$ cat config.mk
export PLATFORM = sky130hd
export DESIGN_NAME = mwu_ctrl
export DESIGN_NICKNAME = d
export VERILOG_FILES = /design/src/rtl/mwu_pkg.sv /design/src/rtl/mwu_sync.sv /design/src/rtl/mwu_pin_cell.sv /design/src/rtl/mwu_halt_gate.sv /design/src/rtl/mwu_ctrl.sv
export SDC_FILE = /design/constraint.sdc
export NUM_CORES = 1
export LEC_CHECK = 0
export BUFFER_PORTS_ARGS = -buffer_cell sky130_fd_sc_hd__buf_2
export CAP_MARGIN = 20
export CORE_ASPECT_RATIO = 1.1
export CORE_UTILIZATION = 41
export CTS_CLUSTER_DIAMETER = 40
export DETAILED_ROUTE_END_ITERATION = 8
export PLACE_DENSITY = 0.57
export SYNTH_ARGS = -nofsm -noshare
export SYNTH_HDL_FRONTEND = slang
export SYNTH_SLANG_ARGS = --single-unit
$ cat constraint.sdc
create_clock -name clk -period 1.4 [get_ports clk]
set_clock_uncertainty 0.15 [all_clocks]
set_input_delay 0.28 -clock clk [delete_from_list [all_inputs] [get_ports clk]]
set_output_delay 0.28 -clock clk [all_outputs]
set_load 0.05 [all_outputs]
$ cat src/rtl/mwu_pkg.sv
package mwu_pkg;
  typedef enum logic [1:0] {
    REG_POL  = 2'd0,
    REG_EN   = 2'd1,
    REG_PEND = 2'd2,
    REG_CTRL = 2'd3
  } mwu_reg_e;
endpackage

$ cat src/rtl/mwu_sync.sv
module mwu_sync #(
  parameter int W = 8,
  parameter int STAGES = 2
) (
  input  logic         clk,
  input  logic         rst,
  input  logic [W-1:0] d,
  output logic [W-1:0] q
);
  logic [W-1:0] chain [STAGES];

  always_ff @(posedge clk) begin
    if (rst) chain[0] <= '0;
    else     chain[0] <= d;
  end

  for (genvar s = 1; s < STAGES; s++) begin : g_stage
    always_ff @(posedge clk) begin
      if (rst) chain[s] <= '0;
      else     chain[s] <= chain[s-1];
    end
  end

  assign q = chain[STAGES-1];
endmodule

$ cat src/rtl/mwu_pin_cell.sv
module mwu_pin_cell (
  input  logic clk,
  input  logic rst,
  input  logic smp,
  input  logic fall_sel,
  input  logic clr,
  output logic pend
);
  logic prev;
  logic hit;

  assign hit = fall_sel ? (prev & ~smp) : (smp & ~prev);

  always_ff @(posedge clk) begin
    if (rst) begin
      prev <= 1'b0;
      pend <= 1'b0;
    end else begin
      prev <= smp;
      pend <= (pend & ~clr) | hit;
    end
  end
endmodule

$ cat src/rtl/mwu_halt_gate.sv
module mwu_halt_gate (
  input  logic clk,
  input  logic rst,
  input  logic halt_req,
  input  logic active,
  output logic halted,
  output logic wake
);
  always_ff @(posedge clk) begin
    if (rst) begin
      halted <= 1'b0;
      wake   <= 1'b0;
    end else begin
      wake <= active;
      if (active)        halted <= 1'b0;
      else if (halt_req) halted <= 1'b1;
    end
  end
endmodule

$ cat src/rtl/mwu_ctrl.sv
module mwu_ctrl #(
  parameter int NPINS = 8,
  parameter int SYNC_STAGES = 2
) (
  input  logic             clk,
  input  logic             rst,
  input  logic [NPINS-1:0] pins_i,
  input  logic [1:0]       bus_addr,
  input  logic             bus_wr,
  input  logic [NPINS-1:0] bus_wdata,
  output logic [NPINS-1:0] rd_data,
  output logic             wake_o,
  output logic             halted_o
);
  import mwu_pkg::*;

  logic [NPINS-1:0] pol_q, en_q, pend_q, smp, clr_vec;
  logic             active, halt_req;
  mwu_reg_e         sel;

  assign sel      = mwu_reg_e'(bus_addr);
  assign clr_vec  = (bus_wr && sel == REG_PEND) ? bus_wdata : '0;
  assign halt_req = bus_wr && sel == REG_CTRL && bus_wdata[0];
  assign active   = |(en_q & pend_q);

  mwu_sync #(.W(NPINS), .STAGES(SYNC_STAGES)) u_sync (
    .clk(clk), .rst(rst), .d(pins_i), .q(smp)
  );

  for (genvar i = 0; i < NPINS; i++) begin : g_pin
    mwu_pin_cell u_cell (
      .clk(clk), .rst(rst), .smp(smp[i]), .fall_sel(pol_q[i]),
      .clr(clr_vec[i]), .pend(pend_q[i])
    );
  end

  mwu_halt_gate u_gate (
    .clk(clk), .rst(rst), .halt_req(halt_req), .active(active),
    .halted(halted_o), .wake(wake_o)
  );

  always_ff @(posedge clk) begin
    if (rst) begin
      pol_q   <= '0;
      en_q    <= '0;
      rd_data <= '0;
    end else begin
      if (bus_wr && sel == REG_POL) pol_q <= bus_wdata;
      if (bus_wr && sel == REG_EN)  en_q  <= bus_wdata;
      unique case (sel)
        REG_POL:  rd_data <= pol_q;
        REG_EN:   rd_data <= en_q;
        REG_PEND: rd_data <= pend_q;
        REG_CTRL: rd_data <= {{(NPINS-2){1'b0}}, wake_o, halted_o};
      endcase
    end
  end
endmodule

==> results by group <==
Final layout
  • Finished Cell Area: around 2700 µm²
  • Share of cells above drive strength 1: 0.2529
  • Fill cell count: 471
  • Nets: around 270
  • Sequential Area: around 1200 µm²
  • Multi-input gate area in the final layout: a little over 900 µm²
  • Antenna diode count: 0
  • Area Growth Syn to Fin: 26.31%

CTS
  • Num CTS Buffers: 9
  • Longest Clk Path Bufs: 2
  • Worst-skew pair later-pin latency: around 330 ps
  • # Post-CTS Setup Buffers: 0
  • CTS root buffer: clkbuf_8
  • Clock slew at reported path FFs: 60 ps
  • CTS tree: yes
  • Clk sink count: between 50 and 60
  • H-Tree Depth: 3

Setup path
  • Crit Path Class: reg2out
  • Slowest library cell on the worst path: dfxtp_1
  • CP Capture Type: primary output
  • CP startpoint kind: register
  • R2R depth: 2
  • Buf+Inv Stages, Crit Path: 1
  • CP arrival: 900 ps
  • Reg2reg end: rd_data[0]$_SDFF_PP0_
  • Critical Path RT: 970 ps
  • Setup slack, reg-to-reg: 210 ps
  • Critical Path, Cell by Cell: buf_4
  • Worst r2r src: g_pin[0].u_cell.pend$_SDFF_PP0_
  • CP max FO: 3
  • Slowest stage delay, CP: about 360 ps
  • Top delay family on crit path: flip-flops

Timing
  • Actual slew at the worst max-slew pin: around 270 ps
  • Crit share post-route: 0.9524
  • Max Slew Vio Count: 0
  • Slew headroom: 0.8170
  • RSZ-0062 raised after global routing: no
  • Hold Violations, Final: 0
  • # setup viols final: 0
  • Final min period: between 1000 and 1500 ps
  • FMAX: approximately 750 MHz
  • Final hold slack: around 63 ps

Logic synthesis
  • YS warnings: 0
  • Cell variety after synth: 21
  • Main synth FF type: dfxtp_1
  • Yosys top cell area share: 0.5343
  • Syn Area/Cell: ~11 µm²
  • Ranking of synthesized cells by area: dfxtp_1 53%, mux2i_1 10%, nor2b_1 7.5%, nor2_1 6.6%, a221oi_1 3.2%
  • Mapped Cells: 200
  • Number of synthesized flops with an enable pin: 0
  • Synth async-reset ratio: 0
  • Area leader, netlist: dfxtp_1
  • Synth Register Bits: just under 60
  • Syn nets: 221
  • Synth cell count leaders: 58 x dfxtp_1, 38 x nor2_1, 26 x nor2b_1, 22 x mux2i_1
  • Synth Cell Area: about 2200 µm²
  • Most frequent cell after synthesis: dfxtp_1
  • Seq/Total Area, Yosys: 0.5343

Global route
  • Initial antenna violation count: 0
  • Vias in the first global route: ~1400
  • Largest net degree at the start of global routing: 27
  • Global-route wire length before repair: a little under 7000 µm
  • Gr usage total: 0.1678
  • GR Overflow Total: 0

Worst hold path
  • HP Start: bus_wdata[2]
  • Worst hold path cell count: 3
  • Worst Hold Path EP: en_q[2]$_SDFFE_PP0P_
  • HP Class: in2reg

Floorplan
  • Core area: approximately 5100 µm²
  • Die Span Y: about 78 µm
  • Die Area: 5596 µm²
  • Initial Util: 0.4289
  • Die W: between 70 and 80 µm
  • Ports: 31
  • Rows: 27

Route
  • Drt total wl: 4195 µm
  • Drt drc: 0
  • Number of routed nets with antenna violations: 0
  • Wire per inst: 13.32 µm
  • Drt initial violations: 72
  • Vias per Instance: 4.984
  • TritonRoute pass-1 iters: 4
  • DR vias: ~1600

Placed design
  • Port buffer count: 30
  • DPL Wire Length: approximately 2800 µm
  • Placed cell area: about 2500 µm²
  • Gpl congestion: about 0.73

Job
  • Maxcap violations: 0

Pwr
  • Power Total: around 3.6 mW
  • Power density cells: between 1000 and 1500 nW/µm²
  • Static leakage: roughly 1.2 nW
  • Worst VDD drop: 0.9044 mV

Run status
  • Outcome: finished clean
## cell usage in the layout, fill, tap and decap left out, drive strengths merged
master	count
a221oi	8
a22oi	4
a2bb2oi	6
a41oi	1
and3b	8
buf	45
clkbuf	16
clkinv	1
dfxtp	58
dlygate4sd3	8
mux2i	22
mux4	2
nand3b	1
nand4	1
nand4b	8
nor2	38
nor2b	28
nor3	1
nor3b	1
## logic make-up (layout without fill, tap and decap cells)
group | Yosys count | after routing | synth area share
AOI/OAI and AO/OA | 19 | 19 | 0.07427
buffers and inverters | 13 | 70 | 0.03799
DFF | 58 | 58 | 0.5343
muxes | 24 | 24 | 0.1238
and+or+nand+nor | 86 | 86 | 0.2297
## report_power, final
part           total, mW  internal [mW]  switching, mW  leakage [nW]
Combinational      0.308          0.159          0.149         0.629
Clock               1.49          0.882          0.608         0.106
Sequential          1.75           1.71         0.0372         0.474
Total               3.55           2.76          0.795          1.21
## routing by layer
metal | global-route usage | up-vias | routed length [µm]
li1 | - | 804 | -
met1 | 0.2208 | 728 | 2173
met2 | 0.2362 | 30 | 1793
met3 | 0.06290 | 8 | 159
met4 | 0.09000 | 0 | 69
met5 | 0 | - | 0
## per-stage QoR
stage,setup TNS (ps),utilization,instances,worst slack [ps]
floorplan,0,-,200,23.54
global placement,-236.5,0.4852,291,-41.49
detailed placement,-126.6,0.4852,291,-29.82
CTS,0,0.5412,315,26.46
global route,0,0.5417,315,14.69
finish,0,0.5417,315,66.70
## repair_timing
action | 4_1_cts | 5_1_grt
hold buffers | 8 | 0
gates resized for setup | 1 | 1
endpoints found under the setup margin | 1 | 1
hold endpoints to repair | 8 | 0
## worst max path at each step
stage                                     from               endpoint  slack, ps  depth (start not counted)
global route             rd_data[0]$_SDFF_PP0_             rd_data[0]         10                          1
detailed placement                 bus_addr[1]  rd_data[0]$_SDFF_PP0_        -30                          3
floorplan           u_gate.halted$_SDFFE_PP0P_  rd_data[0]$_SDFF_PP0_         20                          2
global placement                   bus_addr[1]  pol_q[4]$_SDFFE_PP0P_        -40                          5
CTS                     u_gate.wake$_SDFF_PP0_                 wake_o         30                          1
finish              u_gate.halted$_SDFFE_PP0P_               halted_o         70                          1
## final cells by class
class	instances	share of cell area
flip-flops and latches	58	0.4230
multi-input cells	129	0.3387
repair buffers	54	0.1386
clock buffers	15	0.07156
well taps	58	0.02644
clock inverters	1	0.001823
## registers in the layout, summed over array words and instances (netlist names)
signal	flops
u_sync.chain	16
en_q	8
g_pin.u_cell.pend	8
g_pin.u_cell.prev	8
pol_q	8
rd_data	8
u_gate.halted	1
u_gate.wake	1
Power figures use the tool's default switching activity.
